$ cat config.mk
export PLATFORM = sky130hd
export DESIGN_NAME = uart_irq_id
export DESIGN_NICKNAME = d
export VERILOG_FILES = /design/src/rtl/uart_iid_pkg.sv /design/src/rtl/uart_iid_prio.sv /design/src/rtl/uart_iid_txe.sv /design/src/rtl/uart_irq_id.sv
export SDC_FILE = /design/constraint.sdc
export NUM_CORES = 1
export LEC_CHECK = 0
export BUFFER_PORTS_ARGS = -buffer_cell sky130_fd_sc_hd__buf_2
export CAP_MARGIN = 20
export CORE_UTILIZATION = 27
export CTS_CLUSTER_DIAMETER = 80
export CTS_CLUSTER_SIZE = 20
export DETAILED_ROUTE_END_ITERATION = 8
export GPL_TIMING_DRIVEN = 0
export PLACE_DENSITY = 0.61
export REMOVE_ABC_BUFFERS = 1
export SYNTH_ARGS = -nofsm -noshare
export SYNTH_HDL_FRONTEND = slang
export SYNTH_SLANG_ARGS = --single-unit
$ cat constraint.sdc
create_clock -name clk -period 1.88 [get_ports clk]
set_input_delay 0.47 -clock clk [delete_from_list [all_inputs] [get_ports clk]]
set_output_delay 0.47 -clock clk [all_outputs]
set_load 0.01 [all_outputs]
$ cat src/rtl/uart_iid_pkg.sv
package uart_iid_pkg;

    typedef enum logic [3:0] {
        ID_NONE = 4'h1,
        ID_TXE  = 4'h2,
        ID_RXD  = 4'h4,
        ID_LSR  = 4'h6,
        ID_TMO  = 4'hC
    } iid_code_e;

    typedef enum logic [1:0] {
        TXE_FILL,
        TXE_WAIT,
        TXE_SHOW,
        TXE_SEEN
    } txe_state_e;

    localparam int NSRC = 4;

    // request slot index -> code; higher index ranks higher
    function automatic iid_code_e code_of(input int idx);
        case (idx)
            3:       code_of = ID_LSR;
            2:       code_of = ID_TMO;
            1:       code_of = ID_RXD;
            default: code_of = ID_TXE;
        endcase
    endfunction

endpackage

$ cat src/rtl/uart_iid_prio.sv
module uart_iid_prio
    import uart_iid_pkg::*;
(
    input  logic [NSRC-1:0] req,
    input  logic            fifo_on,
    output logic            irq,
    output iid_code_e       code,
    output logic [7:0]      iir
);

    always_comb begin
        code = ID_NONE;
        for (int i = 0; i < NSRC; i++) begin
            if (req[i]) code = code_of(i);
        end
    end

    assign irq = |req;
    assign iir = {fifo_on, fifo_on, 2'b00, code};

endmodule

$ cat src/rtl/uart_iid_txe.sv
module uart_iid_txe
    import uart_iid_pkg::*;
#(
    parameter int CNT_W = 5,
    parameter int FRM_W = 4
) (
    input  logic             clk,
    input  logic             rst_n,
    input  logic             fifo_en,
    input  logic [CNT_W-1:0] tx_count,
    input  logic             thr_wr,
    input  logic             rd_ack,
    input  logic             bit_tick,
    input  logic [FRM_W-1:0] frame_bits,
    output logic             tx_show,
    output logic             thre
);

    localparam logic [CNT_W-1:0] CNT_ZERO = '0;
    localparam logic [CNT_W-1:0] CNT_TWO  = CNT_W'(2);
    localparam logic [FRM_W-1:0] FRM_ONE  = FRM_W'(1);

    txe_state_e       state, state_n;
    logic [FRM_W-1:0] wait_cnt, wait_cnt_n;
    logic             multi, multi_n;
    logic             fifo_q;

    // state register
    always_ff @(posedge clk or negedge rst_n) begin
        if (!rst_n) begin
            state    <= TXE_SHOW;
            wait_cnt <= '0;
            multi    <= 1'b0;
            fifo_q   <= 1'b0;
        end else begin
            state    <= state_n;
            wait_cnt <= wait_cnt_n;
            multi    <= multi_n;
            fifo_q   <= fifo_en;
        end
    end

    // transitions
    always_comb begin
        state_n    = state;
        wait_cnt_n = wait_cnt;
        multi_n    = multi;
        if (fifo_en != fifo_q) begin
            state_n = TXE_SHOW;              // mode-flip
            multi_n = 1'b0;
        end else if (thr_wr) begin
            state_n = TXE_FILL;              // refill
            if (tx_count >= CNT_TWO) multi_n = 1'b1;
        end else begin
            unique case (state)
                TXE_FILL: begin
                    if (tx_count == CNT_ZERO) begin
                        multi_n = 1'b0;
                        if (multi) begin
                            state_n = TXE_SHOW;  // drain-fast
                        end else begin
                            state_n    = TXE_WAIT;  // drain-slow
                            wait_cnt_n = frame_bits - FRM_ONE;
                        end
                    end else if (tx_count >= CNT_TWO) begin
                        multi_n = 1'b1;
                    end
                end
                TXE_WAIT: begin
                    if (tx_count != CNT_ZERO) begin
                        state_n = TXE_FILL;
                    end else if (bit_tick) begin
                        if (wait_cnt <= FRM_ONE) state_n = TXE_SHOW;  // delay-done
                        else wait_cnt_n = wait_cnt - FRM_ONE;
                    end
                end
                TXE_SHOW: begin
                    if (tx_count != CNT_ZERO) state_n = TXE_FILL;
                    else if (rd_ack)          state_n = TXE_SEEN;  // ack
                end
                TXE_SEEN: begin
                    if (tx_count != CNT_ZERO) state_n = TXE_FILL;
                end
            endcase
        end
    end

    // outputs
    always_comb begin
        tx_show = (state == TXE_SHOW);
        thre    = (state == TXE_SHOW) || (state == TXE_SEEN);
    end

endmodule

$ cat src/rtl/uart_irq_id.sv
module uart_irq_id
    import uart_iid_pkg::*;
#(
    parameter int CNT_W = 5,
    parameter int FRM_W = 4
) (
    input  logic             clk,
    input  logic             rst_n,
    input  logic             fifo_en,
    input  logic             ien_line_stat,
    input  logic             ien_rx_data,
    input  logic             ien_tx_empty,
    input  logic             src_line_err,
    input  logic             src_rx_avail,
    input  logic             src_rx_timeout,
    input  logic [CNT_W-1:0] tx_count,
    input  logic             tx_shift_busy,
    input  logic             thr_wr,
    input  logic             iir_rd,
    input  logic             bit_tick,
    input  logic [FRM_W-1:0] frame_bits,
    output logic             irq,
    output logic [7:0]       iir,
    output logic             thre,
    output logic             temt
);

    logic            tx_show;
    logic            rd_ack;
    logic [NSRC-1:0] req;
    iid_code_e       code;

    assign req = {src_line_err   & ien_line_stat,
                  src_rx_timeout & ien_rx_data,
                  src_rx_avail   & ien_rx_data,
                  tx_show        & ien_tx_empty};

    uart_iid_prio u_prio (
        .req     (req),
        .fifo_on (fifo_en),
        .irq     (irq),
        .code    (code),
        .iir     (iir)
    );

    assign rd_ack = iir_rd && (code == ID_TXE);

    uart_iid_txe #(
        .CNT_W (CNT_W),
        .FRM_W (FRM_W)
    ) u_txe (
        .clk        (clk),
        .rst_n      (rst_n),
        .fifo_en    (fifo_en),
        .tx_count   (tx_count),
        .thr_wr     (thr_wr),
        .rd_ack     (rd_ack),
        .bit_tick   (bit_tick),
        .frame_bits (frame_bits),
        .tx_show    (tx_show),
        .thre       (thre)
    );

    assign temt = thre && !tx_shift_busy;

endmodule

# Word-level counts from Yosys, hierarchy flattened
# Index checks and enable logic that the tools add are counted.
# totals
out_inout_bits	11
in_bits	22
reg_bits	8
word_cells	67
# op_classes
addsub	2
n_bitwise	6
n_eq_ne	15
order_cmp	2
n_mux	26
reduce_logical	12
# ops
op	n
4-bit two-way mux	7
2-bit two-way mux	11
5-bit by 2-bit != test with 1-bit output, second input constant	2
2-bit != test, second input constant	4
4-bit by 2-bit != test with 1-bit output, second input constant	2
2-bit one-hot mux with 4 select lines	1
4-bit one-hot mux with 2 select lines	1
8-bit AND reduction	1
4-bit by 1-bit subtractor with 4-bit output, second input constant	2
5-bit by 2-bit greater-or-equal comparator with 1-bit output, second input constant	1
5-bit logical NOT	1
1-bit two-way mux	5
5-bit by 3-bit != test with 1-bit output, second input constant	1
5-bit AND reduction	1
5-bit nonzero test	1
1-bit bitwise AND	4
2-bit equality test, second input constant	2
4-bit by 2-bit equality test with 1-bit output, second input constant	1
4-bit by 1-bit less-or-equal comparator with 1-bit output, second input constant	1
4-bit OR reduction	1
3-bit two-way mux	1
3-bit nonzero test	1
2-bit by 1-bit equality test with 1-bit output, second input constant	1
1-bit logical AND	2
7 further kinds	8

# Depth between registers and ports, before layout
# Gate-level depths: netlist of the first run.
# logic_depth
ltp_word	13
ltp_mapped	6
ltp_nobuf	6

# Cells and area by module
# A second synthesis of the first run with hierarchy kept.
# unflattened
cells_unflattened	86
area_unflattened_um2	698.2
# modules_own_cells
module	cells_each	seq_area_each_um2	instances	area_per_inst_um2
uart_iid_txe	64	201.4	1	550.5
uart_iid_prio	15	0.0	1	102.6
uart_irq_id	7	0.0	1	45.0

# Worst setup path before layout of the first run
# OpenSTA, ideal clock, no wires.
# synth_path
kind	input to output
start	input src_rx_avail
end	output iir[0]
path_slack_ns	0.272
n_path_buf	0
arrival_time_ns	1.138
path_stages	4
required_ns	1.410
cell_sequence	o21ai_1 -> nand2_1 -> or2_1 -> inv_1
# synth_via
elab_chain_len	4
# synth_lines
item	line	rtl
start, declared	uart_irq_id.sv:14	input logic src_rx_avail,
1-bit bitwise AND	uart_irq_id.sv:35	src_rx_avail & ien_rx_data,
3-bit two-way mux	uart_iid_prio.sv:14	if (req[i]) code = code_of(i);
4-bit two-way mux (2 in series)	uart_iid_prio.sv:14	
end, declared	uart_irq_id.sv:23	output logic [7:0] iir,
# No other way between the ends.

# Final worst setup path of the first run
# layout_path
start	register u_txe.state[1]
end	output iir[0]
# layout_via
elab_chain_len	6
# layout_lines
item	line	rtl
start, declared	uart_iid_txe.sv:23	txe_state_e state, state_n;
start signal, assigned	uart_iid_txe.sv:36	state <= state_n;
2-bit equality test	uart_iid_txe.sv:90	tx_show = (state == TXE_SHOW);
1-bit bitwise AND	uart_irq_id.sv:36	tx_show & ien_tx_empty};
2-bit two-way mux	uart_iid_prio.sv:14	
3-bit two-way mux	uart_iid_prio.sv:14	
4-bit two-way mux (2 in series)	uart_iid_prio.sv:14	
# No other way between the ends.

==> results of run 1 <==
-- area by class of cell --
class | instances | share of cell area
clock buffers | 4 | 0.0296
well taps | 30 | 0.0423
inverters | 7 | 0.0296
flip-flops and latches | 8 | 0.227
multi-input cells | 60 | 0.485
repair buffers | 32 | 0.186
-- layout by cell type, fill, tap and decap left out, types with 2 or more instances in the layout --
cell	count
nand2_1	9
nor2b_1	2
buf_2	30
o21ai_1	2
o22ai_1	2
ha_1	3
nor2_1	9
conb_1	2
xnor2_1	3
a21oi_1	2
buf_4	2
inv_1	7
dfrtp_1	7
nor3_1	3
o2bb2ai_1	2
clkbuf_4	3
-- Yosys cell counts (3+ instances only) --
master,instances,area (um2)
xnor2_1,3,26.3
ha_1,3,37.5
nor3_1,3,15.0
dfrtp_1,7,175
buf_4,4,30.0
nor2_1,9,33.8
inv_1,7,26.3
nand2_1,9,33.8
-- state kept, by name (all words and copies together), names as in the netlist --
signal          count
u_txe.state         2
u_txe.multi         1
u_txe.wait_cnt      4
u_txe.fifo_q        1
-- how the worst max path moves through the flow --
| stage | from | end | slack [ps] | cells past startpoint |
|---|---|---|---|---|
| detailed placement | src_rx_avail | iir[0] | 160 | 6 |
| global placement | src_rx_avail | iir[0] | 180 | 6 |
| CTS | u_txe.state[1] | iir[0] | 70 | 5 |
| finish | u_txe.state[1] | iir[0] | 120 | 5 |
| global route | u_txe.state[1] | iir[0] | 20 | 5 |
| floorplan | src_rx_avail | iir[0] | 270 | 4 |
-- metrics by stage --
step / instances / cell area [um2] / setup slack, ps
CTS: 139 / 872 / 68.4
detailed placement: 135 / 846 / 164
global placement: 135 / 846 / 184
floorplan: 75 / 658 / 272
finish: 141 / 887 / 124
global route: 141 / 887 / 18.7
-- routing by layer --
layer  vias up  global-route usage  share of wire
li1        335                   -              -
met5         -                   0              0
met4         0              0.0526         0.0029
met1       302               0.127           0.45
met3         2              0.0201          0.055
met2        17               0.163           0.49
-- cells by family (layout without fill, tap and decap cells) --
logic type / after synthesis / after routing / synth area share
muxes: 1 / 1 / 0.0141
AOI/OAI and AO/OA: 19 / 19 / 0.243
and+or+nand+nor: 32 / 32 / 0.248
DFF: 8 / 8 / 0.283
xor gates and xnor gates: 3 / 3 / 0.0370
other: 1 / 2 / 0.00528
buffers and inverters: 14 / 43 / 0.116
adders and majority gates: 3 / 3 / 0.0528
-- power groups by stage --
stage	clock network (mW)	logic [mW]	registers (mW)
floorplan	0	0.0759	0.209
global placement	0	0.132	0.211
detailed placement	0	0.135	0.212
CTS	0.141	0.136	0.209
global route	0.155	0.160	0.209
finish	0.131	0.142	0.208
-- timing repair --
| action | in CTS | in global routing |
|---|---|---|
| setup buffers | 0 | 2 |
| endpoints found under the setup margin | 0 | 2 |
| endpoints found under the hold margin | 0 | 0 |
==> results.json, run 1 <==
{
  "status": "complete, no violations",
  "antenna_found_initial": 0,
  "wl_per_cell_um": 9.87,
  "pwr-share-seq": 0.432,
  "switching_share": 0.294,
  "setup_viol": 0,
  "clkPwrFrac": 0.272,
  "crit_path_max_fanout": 7,
  "cts.repair.resized": 0,
  "power.switching_mw": 0.141,
  "syn-instance-count": 81,
  "drt-pass1-iter-count": 3,
  "power.density_nw_per_um2": 542,
  "htreeDepth": 1,
  "cts.sinks": 8,
  "syn-mean-instance-area_um2": 8.77,
  "cp-end-kind": "output pin",
  "die_y_um": 53.3,
  "clkLatencyLatePin_ps": 240,
  "tightest_slew_ps": 533,
  "path_class": "reg2out",
  "crit_path_start_kind": "flop",
  "grt_pass1_vias": 514,
  "place_hpwl_um": 1180,
  "die_area_um2": 2840,
  "tns_ps": 0,
  "final_util": 0.358,
  "multi_input_area_um2": 430,
  "fillCellCount": 257,
  "worst-path-buf-inv": 2,
  "port_buffers": 30,
  "cts-buffers-inserted": 3,
  "yosysWarningCount": 0,
  "grt_pass1_wl_um": 2080,
  "initial_core_util": 0.287,
  "via_count": 656,
  "rows": 18,
  "r2r_slack_ps": 240,
  "crit_chain": "nand2_1 -> nor2_1 -> or2_1 -> inv_1 -> buf_2",
  "crit_path_top_delay_cell": "dfstp_2",
  "ys_seq_elements": 8,
  "postCtsHoldBufs": 0,
  "synth_edf_count": 0,
  "reg2reg_to": "u_txe.wait_cnt[2]",
  "drv_cap": 0,
  "fin_crit_ps": 1760,
  "area_growth_pct": 24.8,
  "finalPower_mw": 0.481,
  "finalWirelength_um": 1390,
  "regArea_um2": 201,
  "diodes": 0,
  "timing.final.crit_share": 0.934,
  "drc": 0,
  "vias_per_cell": 4.65,
  "path_delay_family": "flip-flops",
  "synth_top_flop_cell": "dfrtp_1",
  "final_layout_size_suffix_gt1_frac": 0.405,
  "die_w_um": 53.3,
  "grt_max_degree": 12,
  "ir_worst_vdd_uv": 213,
  "drt-initial-drc-count": 3,
  "rsz0062_at_grt": "no",
  "worstRegToRegCells": 6,
  "hold_ws_ps": 48.3,
  "relSlewSlack": 0.644,
  "place_congestion": 0.824,
  "max_freq_ghz": 0.570,
  "cpPeakStageDelay_ps": 580,
  "coreArea_um2": 2480,
  "fin_nets": 137,
  "leakage_nw": 0.421,
  "internal_power_mw": 0.339,
  "maxSlewViolCount": 0,
  "synthArstFlopShare": 1.00,
  "synth_cell_types": 38,
  "reg2reg_from": "u_txe.wait_cnt[0]",
  "hold_viol_final": 0,
  "skew_ps": 6.32,
  "clock_path_buffers": 2,
  "ant_nets": 0,
  "crit_arrival_ps": 1290,
  "pwr-share-comb": 0.296,
  "syn_area_um2": 711,
  "grt_use_total": 0.102,
  "hp-class": "in2async",
  "ioPinCount": 33,
  "path_clk_slew_ps": 50,
  "overflow": 0,
  "yosysSeqAreaShare": 0.283,
  "cts_root_buf": "clkbuf_4",
  "cp.required_ps": 1410,
  "cts_tree": "built"
}
(Power assumes the default switching activity.)
==> run 2: changes to the inputs <==
- CORE_UTILIZATION: 27 -> 25
- PLACE_DENSITY: 0.61 -> 0.58
==> run 2 against run 1 <==
Die area is 7.7% higher. Critical path depth stayed put. Combinational power hardly changed. Clock power hardly changed. Maximum frequency is 0.98% higher. Utilization is 1.6 points lower. Wire length is 1.0% lower. Sequential share of layout area stayed put. Critical path type unchanged. Critical endpoint unchanged. Highest routed layer is now met3.
==> results.json, run 2 (synthesized netlist as in run 1, its figures left out) <==
{
  "pwr-share-comb": 0.294,
  "largest_register_ffs": 4,
  "die_y_um": 55.3,
  "skew_ps": 3.46,
  "crit_path_top_delay_cell": "dfstp_2",
  "hp-class": "in2async",
  "r2r_slack_ps": 240,
  "drt-pass1-iter-count": 4,
  "final_area_um2": 887,
  "via_count": 646,
  "ir_worst_vdd_uv": 250,
  "diodes": 0,
  "grt_pass1_wl_um": 2390,
  "fillCellCount": 276,
  "grt_pass1_vias": 627,
  "crit_chain": "nand2_1 -> nor2_1 -> or2_1 -> inv_1 -> buf_2",
  "vias_per_cell": 4.58,
  "overflow": 0,
  "crit_path_start_kind": "flop",
  "dp.cells": 135,
  "cts-buffers-inserted": 3,
  "fin_crit_ps": 1740,
  "wl_per_cell_um": 9.77,
  "max_freq_ghz": 0.575,
  "cts.sinks": 8,
  "status": "complete, no violations",
  "regArea_um2": 201,
  "maxSlewViolCount": 0,
  "switching_share": 0.295,
  "hold_viol_final": 0,
  "port_buffers": 30,
  "grt_max_degree": 12,
  "path_clk_slew_ps": 50,
  "fin_nets": 137,
  "worst_slack_ps": 141,
  "grt_use_total": 0.0940,
  "use_met1": 0.110,
  "cts_tree": "built",
  "pwr-share-seq": 0.430,
  "postCtsHoldBufs": 0,
  "regMostFlops": "u_txe.wait_cnt",
  "place_congestion": 0.857,
  "crit_arrival_ps": 1270,
  "drv_cap": 0,
  "relSlewSlack": 0.660,
  "clkLatencyLatePin_ps": 240,
  "drt-initial-drc-count": 9,
  "tns_ps": 0,
  "ant_nets": 0,
  "use_met2": 0.162,
  "largestRegisters": "u_txe.wait_cnt (4), u_txe.state (2)",
  "finalWirelength_um": 1380,
  "rsz0062_at_grt": "no",
  "cts.repair.resized": 0,
  "path_delay_family": "flip-flops",
  "leakage_nw": 0.421,
  "path_class": "reg2out",
  "timing.final.crit_share": 0.925,
  "rows": 18,
  "final_common_cell": "buf_2",
  "internal_power_mw": 0.339,
  "cp.required_ps": 1410,
  "cpPeakStageDelay_ps": 570,
  "clock_path_buffers": 2,
  "clkPwrFrac": 0.276,
  "ioPinCount": 33,
  "setup_viol": 0,
  "htreeDepth": 1,
  "cts_root_buf": "clkbuf_4",
  "area_growth_pct": 24.8,
  "grtUsageMet3": 0.0258,
  "fin_cells": 141,
  "die_area_um2": 3060,
  "tightest_slew_ps": 510,
  "place_area_um2": 846,
  "place_hpwl_um": 1180,
  "busiest_layer": "met2",
  "initial_core_util": 0.274,
  "cp-end-kind": "output pin",
  "final_cell_mix": "buf_2, nand2_1, nor2_1",
  "multi_input_area_um2": 430,
  "power.density_nw_per_um2": 542,
  "final_layout_size_suffix_gt1_frac": 0.405,
  "power.switching_mw": 0.142,
  "drc": 0,
  "worst-path-buf-inv": 2,
  "die_w_um": 55.3,
  "crit_path_max_fanout": 7,
  "antenna_found_initial": 0,
  "place_ws_ps": 161,
  "coreArea_um2": 2590
}
-- run 2: cell counts in the layout (fill, tap and decap cells not counted) --
Identical to the previous run, type by type.
-- run 2: metrics by stage --
step | hold slack [ps] | util | total power [mW]
finish | 51.2 | 0.343 | 0.481
global route | 52.0 | 0.343 | 0.520
CTS | 48.6 | 0.337 | 0.484
detailed placement | 317 | 0.327 | 0.345
global placement | 315 | 0.327 | 0.344
floorplan | 174 | - | 0.285
-- run 2: layout make-up --
cell class / count / area share
clock buffers: 4 / 0.0296
flip-flops and latches: 8 / 0.227
repair buffers: 32 / 0.186
multi-input cells: 60 / 0.485
inverters: 7 / 0.0296
well taps: 30 / 0.0423
-- run 2: power by group through the flow --
stage | Combinational (mW) | Sequential [mW] | Clock (mW)
detailed placement | 0.134 | 0.211 | 0
CTS | 0.135 | 0.208 | 0.141
global route | 0.159 | 0.210 | 0.151
floorplan | 0.0759 | 0.209 | 0
finish | 0.141 | 0.207 | 0.132
global placement | 0.132 | 0.212 | 0
-- run 2: what timing repair did --
action	4_1_cts	5_1_grt
setup endpoints to repair	0	1
setup buffers	0	2
endpoints found under the hold margin	0	0
-- run 2: path summary, 6_finish.rpt --
path / startpoint / end / depth (start not counted)
worst max-delay path: u_txe.state[1] / iir[0] / 5
max in group asynchronous: rst_n / u_txe.state[1] / 1
min in group clk: fifo_en / u_txe.fifo_q / 1
worst min-delay path: rst_n / u_txe.wait_cnt[1] / 1
worst min register to register: u_txe.wait_cnt[1] / u_txe.wait_cnt[1] / 2
worst max register to register: u_txe.wait_cnt[0] / u_txe.wait_cnt[3] / 6
-- run 2: layer usage --
metal  routed length, um  up-vias  part of all wire
met5                   0        -                 0
met3                  80        0             0.058
met4                   0        0                 0
li1                    -      337                 -
met1                 611      295              0.44
met2                 686       14              0.50
==> run 3: changes to the inputs <==
--- a/config.mk
+++ b/config.mk
@@ -8,4 +8,6 @@
 export BUFFER_PORTS_ARGS = -buffer_cell sky130_fd_sc_hd__buf_2
 export CAP_MARGIN = 20
+export CELL_PAD_IN_SITES_DETAIL_PLACEMENT = 1
+export CELL_PAD_IN_SITES_GLOBAL_PLACEMENT = 1
 export CORE_UTILIZATION = 25
 export CTS_CLUSTER_DIAMETER = 80
@@ -13,5 +15,5 @@
 export DETAILED_ROUTE_END_ITERATION = 8
 export GPL_TIMING_DRIVEN = 0
-export PLACE_DENSITY = 0.58
+export PLACE_DENSITY = 0.73
 export REMOVE_ABC_BUFFERS = 1
 export SYNTH_ARGS = -nofsm -noshare
==> constraint.sdc (replaced) <==
create_clock -name clk -period 1.88 [get_ports clk]
set_input_delay 0.564 -clock clk [delete_from_list [all_inputs] [get_ports clk]]
set_output_delay 0.564 -clock clk [all_outputs]
set_load 0.01 [all_outputs]
==> run 3 against run 2 <==
Cell count did not move. Final area rose by 2.4%. Count of clock-buffer cells in the layout did not move. Largest power group unchanged.
==> results.json, run 3 (synthesized netlist as in run 1, its figures left out) <==
{
  "final_layout_size_suffix_gt1_frac": 0.432,
  "drv_cap": 0,
  "power.density_nw_per_um2": 550,
  "regArea_um2": 203,
  "final_common_cell": "buf_2",
  "area_growth_pct": 27.8,
  "cts-buffers-inserted": 3,
  "largest_register_ffs": 4,
  "internal_power_mw": 0.342,
  "clkPwrFrac": 0.285,
  "fin_crit_ps": 1840,
  "leakage_nw": 0.423,
  "overflow": 0,
  "fillCellCount": 308,
  "ir_worst_vdd_uv": 301,
  "max_freq_ghz": 0.545,
  "place_hpwl_um": 1470,
  "power.switching_mw": 0.157,
  "crit_path_start_kind": "input port",
  "cp.required_ps": 1320,
  "coreArea_um2": 2590,
  "timing.final.crit_share": 0.977,
  "regMostFlops": "u_txe.wait_cnt",
  "fin_nets": 137,
  "drt-initial-drc-count": 8,
  "initial_core_util": 0.274,
  "tns_ps": 0,
  "final_cell_mix": "buf_2, nand2_1, nor2_1",
  "die_w_um": 55.3,
  "vias_per_cell": 4.71,
  "reg2reg_from": "u_txe.wait_cnt[0]",
  "die_y_um": 55.3,
  "worst_slack_ps": 44.1,
  "hold_viol_final": 0,
  "switching_share": 0.315,
  "drt-pass1-iter-count": 3,
  "via_count": 664,
  "status": "complete, no violations",
  "grt_pass1_wl_um": 2910,
  "cts.sinks": 8,
  "clkLatencyLatePin_ps": 250,
  "diodes": 0,
  "pwr-share-comb": 0.306,
  "path_class": "in2out",
  "ant_nets": 0,
  "place_congestion": 0.755,
  "wl_per_cell_um": 12.4,
  "largestRegisters": "u_txe.wait_cnt (4), u_txe.state (2)",
  "cts_root_buf": "clkbuf_4",
  "skew_ps": 4.12,
  "drc": 0,
  "path_clk_slew_ps": 60,
  "grt_use_total": 0.116,
  "cts_tree": "built",
  "rows": 18,
  "setup_viol": 0,
  "grt_pass1_vias": 729,
  "port_buffers": 30,
  "postCtsHoldBufs": 0,
  "relSlewSlack": 0.654,
  "final_util": 0.351,
  "maxSlewViolCount": 0,
  "antenna_found_initial": 0,
  "htreeDepth": 1,
  "rsz0062_at_grt": "no",
  "clock_path_buffers": 2,
  "finalPower_mw": 0.499,
  "place_ws_ps": -40.6,
  "multi_input_area_um2": 444,
  "hp-class": "in2async",
  "cp-startpoint": "src_rx_timeout",
  "pwr-share-seq": 0.409,
  "cp-end-kind": "output pin",
  "finalWirelength_um": 1750,
  "ioPinCount": 33,
  "tightest_slew_ps": 518,
  "die_area_um2": 3060,
  "crit_path_max_fanout": 2,
  "grt_max_degree": 11,
  "crit_arrival_ps": 1270
}
[run 3: cell counts in the layout (fill, tap and decap cells not counted)]
No cell type changed its count.
[run 3: path summary, 6_finish.rpt]
kind                                           to  slack, ps  cells after the start
worst max register to register  u_txe.wait_cnt[3]        200                      6
worst min register to register  u_txe.wait_cnt[1]        580                      2
worst max-delay path                       iir[0]         40                      6
max in group asynchronous          u_txe.state[1]       1500                      1
min in group clk                     u_txe.fifo_q        460                      1
worst min-delay path            u_txe.wait_cnt[1]        140                      1
[run 3: worst max-delay path, stage by stage]
cell and delay [ps]:
buf_6 100, o21ai_4 130, nand2_1 70, or2_1 220
inv_1 60, buf_2 120
[run 3: final cells by class]
class,count,share of cell area
clock buffers,4,0.0289
multi-input cells,60,0.489
repair buffers,32,0.189
inverters,7,0.0289
flip-flops and latches,8,0.223
well taps,30,0.0413
[run 3: layer usage]
metal / routed length, um / track usage / share of wire / up-vias
met5: 0 / 0 / 0 / -
met4: 0 / 0.0321 / 0 / 0
met3: 48 / 0.0164 / 0.027 / 0
met2: 981 / 0.227 / 0.56 / 10
met1: 721 / 0.126 / 0.41 / 317
li1: - / - / - / 337
[run 3: power groups by stage]
stage / sequential, mW / combinational, mW / clock [mW]
after floorplan: 0.209 / 0.0759 / 0
after global placement: 0.212 / 0.132 / 0
after detailed placement: 0.212 / 0.139 / 0
after CTS: 0.204 / 0.151 / 0.146
after global routing: 0.207 / 0.170 / 0.156
final: 0.204 / 0.153 / 0.142
[run 3: stage by stage]
step | instances | hold slack (ps) | area [um2]
after floorplan | 75 | 268 | 658
after global routing | 141 | 135 | 908
after CTS | 141 | 131 | 891
final | 141 | 139 | 908
after detailed placement | 135 | 412 | 846
after global placement | 135 | 409 | 846
[run 3: timing repair]
action,CTS,global route
setup endpoints to repair,2,1
gates resized for setup,1,4
pin swaps,1,3
buffers inserted,2,0
